<file path="config.mk">
export PLATFORM = sky130hd
export DESIGN_NAME = sup_reset_ctrl
export DESIGN_NICKNAME = d
export VERILOG_FILES = /design/src/rtl/sup_rst_pkg.sv /design/src/rtl/sup_sync.sv /design/src/rtl/sup_kick_qual.sv /design/src/rtl/sup_wdog.sv /design/src/rtl/sup_rst_hold.sv /design/src/rtl/sup_reset_ctrl.sv
export SDC_FILE = /design/constraint.sdc
export NUM_CORES = 1
export LEC_CHECK = 0
export ABC_AREA = 1
export BUFFER_PORTS_ARGS = -buffer_cell sky130_fd_sc_hd__buf_2
export CAP_MARGIN = 20
export CORE_AREA = 2 2 65 67
export CTS_CLUSTER_SIZE = 40
export DETAILED_ROUTE_END_ITERATION = 10
export DIE_AREA = 0 0 67 69
export GPL_TIMING_DRIVEN = 0
export HOLD_SLACK_MARGIN = 0.05
export PLACE_DENSITY = 0.6
export RECOVER_POWER = 25
export SYNTH_ARGS = -nofsm -noshare
export SYNTH_HDL_FRONTEND = slang
export SYNTH_SLANG_ARGS = --single-unit
</file>
<file path="constraint.sdc">
create_clock -name clk -period 1.5 [get_ports clk]
set_input_delay 0.075 -clock clk [delete_from_list [all_inputs] [get_ports clk]]
set_output_delay 0.075 -clock clk [all_outputs]
set_load 0.05 [all_outputs]
</file>
<file path="src/rtl/sup_rst_pkg.sv">
package sup_rst_pkg;

  // Watchdog interval selection codes
  typedef enum logic [1:0] {
    SEL_LONG  = 2'b00,
    SEL_MID   = 2'b01,
    SEL_SHORT = 2'b10,
    SEL_OFF   = 2'b11
  } wd_sel_e;

  // Reset stretcher phase
  typedef enum logic {
    PH_HOLD = 1'b0,
    PH_RUN  = 1'b1
  } rst_phase_e;

endpackage

</file>
<file path="src/rtl/sup_sync.sv">
module sup_sync #(
  parameter int   STAGES = 2,
  parameter logic IDLE   = 1'b1
) (
  input  logic clk,
  input  logic arst_n,
  input  logic d_in,
  output logic q_out
);

  logic [STAGES-1:0] pipe;

  generate
    if (STAGES == 1) begin : g_single
      always_ff @(posedge clk or negedge arst_n) begin
        if (!arst_n) pipe <= IDLE;
        else         pipe <= d_in;
      end
    end else begin : g_chain
      always_ff @(posedge clk or negedge arst_n) begin
        if (!arst_n) pipe <= {STAGES{IDLE}};
        else         pipe <= {pipe[STAGES-2:0], d_in};
      end
    end
  endgenerate

  assign q_out = pipe[STAGES-1];

endmodule

</file>
<file path="src/rtl/sup_kick_qual.sv">
module sup_kick_qual #(
  parameter int MIN_CLKS = 4
) (
  input  logic clk,
  input  logic arst_n,
  input  logic kick_s,     // synchronised, active low
  output logic restart_o
);

  localparam int LW = $clog2(MIN_CLKS + 1);

  // Clocks spent low since the falling edge, saturating at MIN_CLKS.
  // A zero count while low marks the falling-edge cycle itself.
  logic [LW-1:0] low_cnt;

  always_ff @(posedge clk or negedge arst_n) begin
    if (!arst_n) begin
      low_cnt <= '0;
    end else if (kick_s) begin
      low_cnt <= '0;
    end else if (low_cnt != LW'(MIN_CLKS)) begin
      low_cnt <= low_cnt + 1'b1;
    end
  end

  assign restart_o = !kick_s && (low_cnt == LW'(MIN_CLKS - 1));

  AST_RESTART_SINGLE: assert property (@(posedge clk) disable iff (!arst_n)
    restart_o |=> !restart_o);

endmodule

</file>
<file path="src/rtl/sup_wdog.sv">
module sup_wdog
  import sup_rst_pkg::*;
#(
  parameter int         SHORT_TICKS = 200,
  parameter int         MID_TICKS   = 600,
  parameter int         LONG_TICKS  = 1400,
  parameter logic [1:0] SEL_DEFAULT = 2'b11
) (
  input  logic       clk,
  input  logic       arst_n,
  input  logic       tick,
  input  logic       hold_rst,
  input  logic       restart,
  input  logic       sel_wr,
  input  logic [1:0] sel_in,
  output logic       expire_o
);

  localparam int MAX_A  = (SHORT_TICKS > MID_TICKS) ? SHORT_TICKS : MID_TICKS;
  localparam int MAX_T  = (MAX_A > LONG_TICKS) ? MAX_A : LONG_TICKS;
  localparam int CW     = $clog2(MAX_T + 1);

  // Retained selection: loaded once at start-up, then only by a write.
  wd_sel_e sel_q = wd_sel_e'(SEL_DEFAULT);

  always_ff @(posedge clk) begin
    if (sel_wr) sel_q <= wd_sel_e'(sel_in);
  end

  logic [CW-1:0] limit;
  logic          en;

  always_comb begin
    unique case (sel_q)
      SEL_SHORT: limit = CW'(SHORT_TICKS);
      SEL_MID:   limit = CW'(MID_TICKS);
      SEL_LONG:  limit = CW'(LONG_TICKS);
      default:   limit = '0;
    endcase
  end

  assign en = (sel_q != SEL_OFF);

  logic [CW-1:0] cnt;
  logic          clear;
  logic          last;

  assign clear = hold_rst || restart || sel_wr || !en;
  assign last  = (cnt == limit - CW'(1));

  always_ff @(posedge clk or negedge arst_n) begin
    if (!arst_n) begin
      cnt <= '0;
    end else if (clear) begin
      cnt <= '0;
    end else if (tick) begin
      cnt <= last ? '0 : cnt + 1'b1;
    end
  end

  assign expire_o = !clear && tick && last;

  AST_CNT_BELOW_LIMIT: assert property (@(posedge clk) disable iff (!arst_n)
    en |-> (cnt < limit));

  AST_CNT_ZERO_IN_RST: assert property (@(posedge clk) disable iff (!arst_n)
    hold_rst |=> (cnt == '0));

  AST_RESTART_CLEARS: assert property (@(posedge clk) disable iff (!arst_n)
    restart |=> (cnt == '0));

endmodule

</file>
<file path="src/rtl/sup_rst_hold.sv">
module sup_rst_hold
  import sup_rst_pkg::*;
#(
  parameter int HOLD_TICKS = 200
) (
  input  logic clk,
  input  logic arst_n,
  input  logic tick,
  input  logic supply_ok,
  input  logic wd_expire,
  output logic rst_o
);

  localparam int HW = $clog2(HOLD_TICKS + 1);

  rst_phase_e    phase;
  logic [HW-1:0] hold_cnt;

  always_ff @(posedge clk or negedge arst_n) begin
    if (!arst_n) begin
      phase    <= PH_HOLD;
      hold_cnt <= '0;
    end else begin
      unique case (phase)
        PH_RUN: begin
          if (!supply_ok || wd_expire) begin
            phase    <= PH_HOLD;
            hold_cnt <= '0;
          end
        end
        default: begin
          if (!supply_ok) begin
            hold_cnt <= '0;
          end else if (tick) begin
            if (hold_cnt == HW'(HOLD_TICKS - 1)) begin
              phase    <= PH_RUN;
              hold_cnt <= '0;
            end else begin
              hold_cnt <= hold_cnt + 1'b1;
            end
          end
        end
      endcase
    end
  end

  assign rst_o = (phase == PH_HOLD);

  AST_LOW_SUPPLY_HOLDS: assert property (@(posedge clk) disable iff (!arst_n)
    !supply_ok |=> rst_o);

  AST_RELEASE_ON_TICK: assert property (@(posedge clk) disable iff (!arst_n)
    $fell(rst_o) |-> $past(tick) && $past(supply_ok));

  AST_EXPIRY_ASSERTS: assert property (@(posedge clk) disable iff (!arst_n)
    wd_expire |=> rst_o);

  AST_HOLD_IN_RANGE: assert property (@(posedge clk) disable iff (!arst_n)
    hold_cnt < HW'(HOLD_TICKS));

endmodule

</file>
<file path="src/rtl/sup_reset_ctrl.sv">
module sup_reset_ctrl #(
  parameter int         HOLD_TICKS     = 200,
  parameter int         WD_SHORT_TICKS = 200,
  parameter int         WD_MID_TICKS   = 600,
  parameter int         WD_LONG_TICKS  = 1400,
  parameter int         KICK_MIN_CLKS  = 4,
  parameter int         SYNC_STAGES    = 2,
  parameter logic [1:0] SEL_DEFAULT    = 2'b11
) (
  input  logic       clk,
  input  logic       por_n,
  input  logic       tick_ms,
  input  logic       supply_ok,
  input  logic       kick_n,
  input  logic       sel_wr,
  input  logic [1:0] sel_in,
  output logic       rst_hi,
  output logic       rst_lo
);

  logic sup_s;
  logic kick_s;
  logic kick_restart;
  logic wd_expire;
  logic rst_q;

  // Supply flag treated as bad until proven good after power-on.
  sup_sync #(.STAGES(SYNC_STAGES), .IDLE(1'b0)) u_sync_sup (
    .clk    (clk),
    .arst_n (por_n),
    .d_in   (supply_ok),
    .q_out  (sup_s)
  );

  // Kick line idles high.
  sup_sync #(.STAGES(SYNC_STAGES), .IDLE(1'b1)) u_sync_kick (
    .clk    (clk),
    .arst_n (por_n),
    .d_in   (kick_n),
    .q_out  (kick_s)
  );

  sup_kick_qual #(.MIN_CLKS(KICK_MIN_CLKS)) u_kick (
    .clk       (clk),
    .arst_n    (por_n),
    .kick_s    (kick_s),
    .restart_o (kick_restart)
  );

  sup_wdog #(
    .SHORT_TICKS (WD_SHORT_TICKS),
    .MID_TICKS   (WD_MID_TICKS),
    .LONG_TICKS  (WD_LONG_TICKS),
    .SEL_DEFAULT (SEL_DEFAULT)
  ) u_wdog (
    .clk      (clk),
    .arst_n   (por_n),
    .tick     (tick_ms),
    .hold_rst (rst_q),
    .restart  (kick_restart),
    .sel_wr   (sel_wr),
    .sel_in   (sel_in),
    .expire_o (wd_expire)
  );

  sup_rst_hold #(.HOLD_TICKS(HOLD_TICKS)) u_hold (
    .clk       (clk),
    .arst_n    (por_n),
    .tick      (tick_ms),
    .supply_ok (sup_s),
    .wd_expire (wd_expire),
    .rst_o     (rst_q)
  );

  assign rst_hi = rst_q;
  assign rst_lo = ~rst_q;

  AST_KICK_BEATS_EXPIRY: assert property (@(posedge clk) disable iff (!por_n)
    kick_restart |-> !wd_expire);

  AST_NO_EXPIRY_IN_RST: assert property (@(posedge clk) disable iff (!por_n)
    rst_q |-> !wd_expire);

endmodule

</file>
**Word level (Yosys, flattened, before mapping)**

Index checks and enable logic that the tools add are counted.

- Register bits: 29
- Latch bits: 0
- RAM bits: 0
- ROM bits: 0
- Input port bits: 8
- Output and inout port bits: 2
- Word-level logic and storage cells: 52
- Memories: 0

- $add $sub $neg: 4
- $mul: 0
- Div/mod/pow operators: 0
- $lt $le $gt $ge: 0
- Equal/unequal tests: 9
- Shift operators: 0
- Multiplexer cells: 16
- Bitwise operators: 1
- Reductions and logical operators: 15

Operator list:

| operator | count |
|---|---|
| $mux 8 | 5 |
| $mux 11 | 3 |
| $pmux 11 s3 | 1 |
| $add 11x1->11 const B | 1 |
| $eq 11x11->1 | 1 |
| $sub 11x1->11 const B | 1 |
| $add 8x1->8 const B | 1 |
| $eq 8x8->1 const B | 1 |
| $mux 3 | 2 |
| $mux 1 | 5 |
| $logic_not 1->1 | 4 |
| $logic_or 1x1->1 | 4 |
| $ne 2x2->1 const B | 2 |
| $reduce_bool 2->1 | 2 |
| $add 3x1->3 const B | 1 |
| $eq 3x2->1 const B | 1 |
| $logic_and 1x1->1 | 3 |
| $ne 3x2->1 const B | 1 |
| $ne 3x3->1 const B | 1 |
| $eq 2x1->1 const B | 1 |
| $eq 2x2->1 const B | 1 |
| $logic_not 2->1 | 1 |
| $reduce_and 2->1 | 1 |
| $not 1->1 | 1 |

**Logic depth before layout (Yosys ltp)**

- Depth after elaboration: 11
- Mapped depth: 11

**Hierarchy**

A second synthesis with hierarchy kept.

- Cells, all modules: 261
- Area total of the unflattened synthesis: 1860.5 µm²

Modules (own cells, without submodules):

| module | instances | cells an instance | area each (µm²) | sequential area each (µm²) |
|---|---|---|---|---|
| sup_wdog | 1 | 151 | 1016.0 | 335.3 |
| sup_rst_hold | 1 | 85 | 558.0 | 225.2 |
| sup_kick_qual | 1 | 20 | 180.2 | 75.1 |
| sup_sync at u_sync_kick | 1 | 2 | 52.6 | 52.6 |
| sup_sync at u_sync_sup | 1 | 2 | 50.0 | 50.0 |
| sup_reset_ctrl | 1 | 1 | 3.8 | 0.0 |

**Worst setup path after synthesis**

No wires, ideal clock.

- Path kind: flip-flop to flip-flop
- From: register u_hold.phase
- To: register u_hold.hold_cnt[5]
- Setup time: 0.117 ns
- Arrival time: 1.674 ns
- Data required time: 1.383 ns
- Slack: -0.291 ns
- Stages on the path, launching flop included: 10
- Buffers on the path: 0
- Period minus slack after synthesis: 1.791 ns
- Cells stage by stage: dfrtp_1 inv_2 nor2_4 nand3_4 nor2_8 nand4_2 nand2_4 nand2_4 nand2_1 nand2_1

- Cells in the longest elaborated chain, start to end: 10
- Elaborated cells between the ends (all ways): 12

RTL lines:

| what | line | RTL |
|---|---|---|
| start: declaration | sup_rst_hold.sv:16 | `rst_phase_e phase;` |
| start signal: assignment | sup_rst_hold.sv:21 | `phase <= PH_HOLD;` |
| start signal: assignment | sup_rst_hold.sv:27 | `phase <= PH_HOLD;` |
| start signal: assignment | sup_rst_hold.sv:36 | `phase <= PH_RUN;` |
| $not 1->1 | sup_rst_hold.sv:47 | `assign rst_o = (phase == PH_HOLD);` |
| net rst_hi | sup_reset_ctrl.sv:17 | `output logic rst_hi,` |
| $logic_or 1x1->1 (3 in series) | sup_wdog.sv:48 | `assign clear = hold_rst \|\| restart \|\| sel_wr \|\| !en;` |
| $logic_not 1->1 | sup_wdog.sv:61 | `assign expire_o = !clear && tick && last;` |
| $logic_and 1x1->1 (2 in series) | sup_wdog.sv:61 |  |
| $logic_or 1x1->1 | sup_rst_hold.sv:26 | `if (!supply_ok \|\| wd_expire) begin` |
| $ne 2x2->1 (no line) | n/a |  |
| $reduce_and 2->1 (no line) | n/a |  |
| end signal: assignment | sup_rst_hold.sv:39 | `hold_cnt <= hold_cnt + 1'b1;` |
| end: declaration | sup_rst_hold.sv:17 | `logic [HW-1:0] hold_cnt;` |

The timed path passes the listed nets, and every way through them passes these cells.
A chain may end at the register's enable or synchronous reset.

**Worst setup path in the final report**

- From: register u_wdog.sel_q[0]
- To: register u_hold.hold_cnt[5]

- Cells in the longest elaborated chain, start to end: 9
- Elaborated cells between the ends (all ways): 15

RTL lines:

| what | line | RTL |
|---|---|---|
| start: declaration | sup_wdog.sv:24 | `wd_sel_e sel_q = wd_sel_e'(SEL_DEFAULT);` |
| start signal: assignment | sup_wdog.sv:27 | `if (sel_wr) sel_q <= wd_sel_e'(sel_in);` |
| parallel branches: the longest is 5 deep, another holds $sub 11x1->11 | n/a |  |
| $logic_and 1x1->1 (*) | sup_wdog.sv:61 |  |
| $logic_or 1x1->1 (*) | sup_rst_hold.sv:26 |  |
| $ne 2x2->1 (no line) (*) | n/a |  |
| $reduce_and 2->1 (no line) (*) | n/a |  |

Mark *: on every way between the ends.

==> impl_metrics.tcl <==
set metrics [dict create \
    path_class "register to register" \
    dp_cells 276 \
    synth_cell_types 28 \
    path_clk_slew_ps 60 \
    die_w_um 67 \
    synth.area.top_cells "dfrtp_1 (36%), nand2_1 (13%), ha_1 (5.8%), nand3_1 (5.5%), nor2_1 (4.3%)" \
    max_clock_freq_mhz 575 \
    synth_fp_nets 233 \
    synth_top_area_share_pct 36.2 \
    cts_buffers 5 \
    routed_wl_um 3850 \
    grt-ovfl-total 0 \
    grt_usage_pct 19.2 \
    fin_util_pct 56.8 \
    core_mm2 0.00391 \
    dieArea_mm2 0.00462 \
    grt_max_degree 28 \
    critical_path.top_delay_family "simple AND/OR/NAND/NOR gates" \
    critPathArrivalTime_ps 1910 \
    setup.worst_path.start_class "register" \
    instances_no_fill 300 \
    cp.required_ps 1670 \
    finalSetupViolCount 19 \
    path_cells "inv_2 > ha_4 > buf_4 > a21oi_2 > nor2_2 > nand4_4 > nand2_4 > nand2_8 > nand2_2 > nand2_1" \
    hold_viol 0 \
    hpwl_um 2560 \
    layout_min_cycle_time_ps 1740 \
    wire_per_inst_um 12.8 \
    dr.first_iter.drc_count 54 \
    end_kind "register" \
    die_h_um 69 \
    cts_sinks 29 \
    port_buffers 9 \
    critPathMaxStageDelay_ps 470 \
    worst_slew_pin_slew_ps 679 \
    via_per_inst 5.01 \
    leakagePower_nw 1.03 \
    cap_violations 0 \
    ir_worst_vdd_v 0.000483 \
    syn_inst 217 \
    fin_nets 265 \
    clkLatencyLatePin_ps 290 \
    antenna_found_initial 0 \
    yosys_most_used_dff "dfrtp_1" \
    cp_slowest_cell "edfxtp_1" \
    violations "setup timing" \
    slew_viol_final 0 \
    synth_edf_count 2 \
    num_antenna_cells 0 \
    fin_worst_skew_ps 8.18 \
    power.density_mw_per_mm2 795 \
    path_buf_inv 2 \
    async_flop_share_pct 93.1 \
    drtPass1Iterations 4 \
    area_delta_synth_final_pct 28.7 \
    htreeDepth 2 \
    seq_area_frac_synth_pct 42.7 \
    synth_top_cell_by_area "dfrtp_1" \
    rsz0062_at_grt "yes" \
    yosys_register_bits 29 \
    grt_pass1_vias 1478 \
    drc 0 \
    cts_tree "built" \
    avgSynthCellArea_um2 7.97 \
    clockBufferDepth 2 \
    vias 1503 \
    synth_area_mm2 0.00173 \
    synth_warnings 0 \
    hp-class "input pin to register" \
    io_pins 10 \
    yosysMostFrequentCell "nand2_1" \
    period_share_pct 116 \
    start_util_pct 44.2 \
    gp_congestion 0.873 \
    worst_slack_ps -239 \
    yosys-top-cells-count "nand2_1 (61), dfrtp_1 (25), nor2_1 (20)" \
    place_worst_setup_slack_ps -253 \
    root_buffer "clkbuf_8" \
    slew_headroom_pct 54.7 \
    critPathMaxFanout 8 \
    status "finished, violations left" \
    ant_nets 0 \
    fillers 390 \
    core.rowCount 23 \
    grt_pass1_wl_um 6840 \
    final_layout_size_suffix_gt1_share_pct 31.2 \
]
## power breakdown
part	switching (mW)	internal [mW]
combinational	0.152	0.128
clock	0.304	0.311
sequential	0.0356	0.837
total	0.491	1.28
## kinds of logic (layout without fill, tap and decap cells)
group / count (synthesis) / in the layout / share of synthesized area (%)
buffers and inverters: 27 / 60 / 5.93
XOR/XNOR: 8 / 8 / 4.05
adder cells (fa/ha/maj): 8 / 8 / 5.79
AND/OR/NAND/NOR: 125 / 125 / 35.0
flip-flops: 29 / 29 / 42.7
AO/OA/AOI/OAI: 20 / 20 / 6.51
## per-layer routing
metal  vias up  wire [um]  global-route usage [%]
li1        773          -                       -
met4         0         65                    7.48
met2        18       1900                    29.9
met1       705       1770                    26.2
met3         7        110                    3.43
met5         -          0                       0
## registers in the layout, summed over array words and instances, names as in the netlist
signal / count
u_sync_sup.pipe: 2
u_wdog.sel_q: 2
u_hold.phase: 1
u_kick.low_cnt: 3
u_hold.hold_cnt: 8
u_wdog.cnt: 11
u_sync_kick.pipe: 2
## timing repair
action	4_1_cts	5_1_grt
resized for setup	17	17
hold buffers	5	0
setup endpoints to repair	19	20
setup buffers	7	3
pin swaps	14	13
gates cloned	1	0
endpoints found under the hold margin	29	0
## worst reg2reg max path, delay by kind of cell (launching register included)
kind	cells	cell delay, ps
AOI/OAI and AO/OA	1	50
adders and majority gates	1	320
and+or+nand+nor	6	580
DFF	1	470
buffers and inverters	2	220
## area by class of cell
| type | count | area, um2 | share of cell area, % |
|---|---|---|---|
| Multi-Input combinational cell | 161 | 1020 | 46.0 |
| Sequential cell | 29 | 739 | 33.2 |
| Timing Repair Buffer | 25 | 205 | 9.22 |
| Inverter | 26 | 105 | 4.72 |
| Clock buffer | 5 | 68.8 | 3.09 |
| Tap cell | 50 | 62.6 | 2.81 |
| Clock inverter | 3 | 12.5 | 0.562 |
| Buffer | 1 | 7.51 | 0.337 |
## metrics by stage
stage               total power, mW  setup TNS (ps)  instance area, um2  hold slack (ps)
floorplan                      1.03            -554                1770             -221
global placement               1.09           -3770                1880              127
detailed placement             1.10           -3720                1880              129
CTS                            1.76           -2680                2130             53.4
global route                   1.87           -4850                2220              127
finish                         1.77           -3020                2220              129
## path summary, 6_finish.rpt
path                                      from  slack [ps]             endpoint  cells after the start
min reg2reg                u_sync_kick.pipe[0]         360  u_sync_kick.pipe[1]                      0
max                            u_wdog.sel_q[0]        -240   u_hold.hold_cnt[5]                     10
min                                     sel_wr         130      u_wdog.sel_q[1]                      1
min in group asynchronous                por_n         350        u_wdog.cnt[6]                      2
max reg2reg                    u_wdog.sel_q[0]        -240   u_hold.hold_cnt[5]                     10
max in group asynchronous                por_n         660         u_hold.phase                      2
## cells in the final DEF (no fill, tap or decap), types with 2 or more instances in the layout
| cell | count |
|---|---|
| ha_4 | 2 |
| nand3_1 | 17 |
| inv_1 | 16 |
| nand2_4 | 4 |
| o21ai_2 | 6 |
| xor2_1 | 7 |
| nor2_2 | 5 |
| inv_2 | 8 |
| buf_2 | 7 |
| nand2_2 | 11 |
| dlygate4sd3_1 | 5 |
| nor3_1 | 2 |
| o21ai_1 | 5 |
| nor2_4 | 2 |
| nor2_1 | 18 |
| dfrtp_1 | 24 |
| clkinv_1 | 2 |
| edfxtp_1 | 2 |
| a21oi_1 | 2 |
| o31ai_1 | 2 |
| buf_12 | 2 |
| nand4_1 | 7 |
| dfstp_2 | 2 |
| nand3_4 | 2 |
| buf_4 | 9 |
| a21oi_2 | 2 |
| nand2_1 | 52 |
| ha_1 | 5 |
| clkbuf_8 | 5 |
Note: power is estimated with default switching activity, not from simulation.
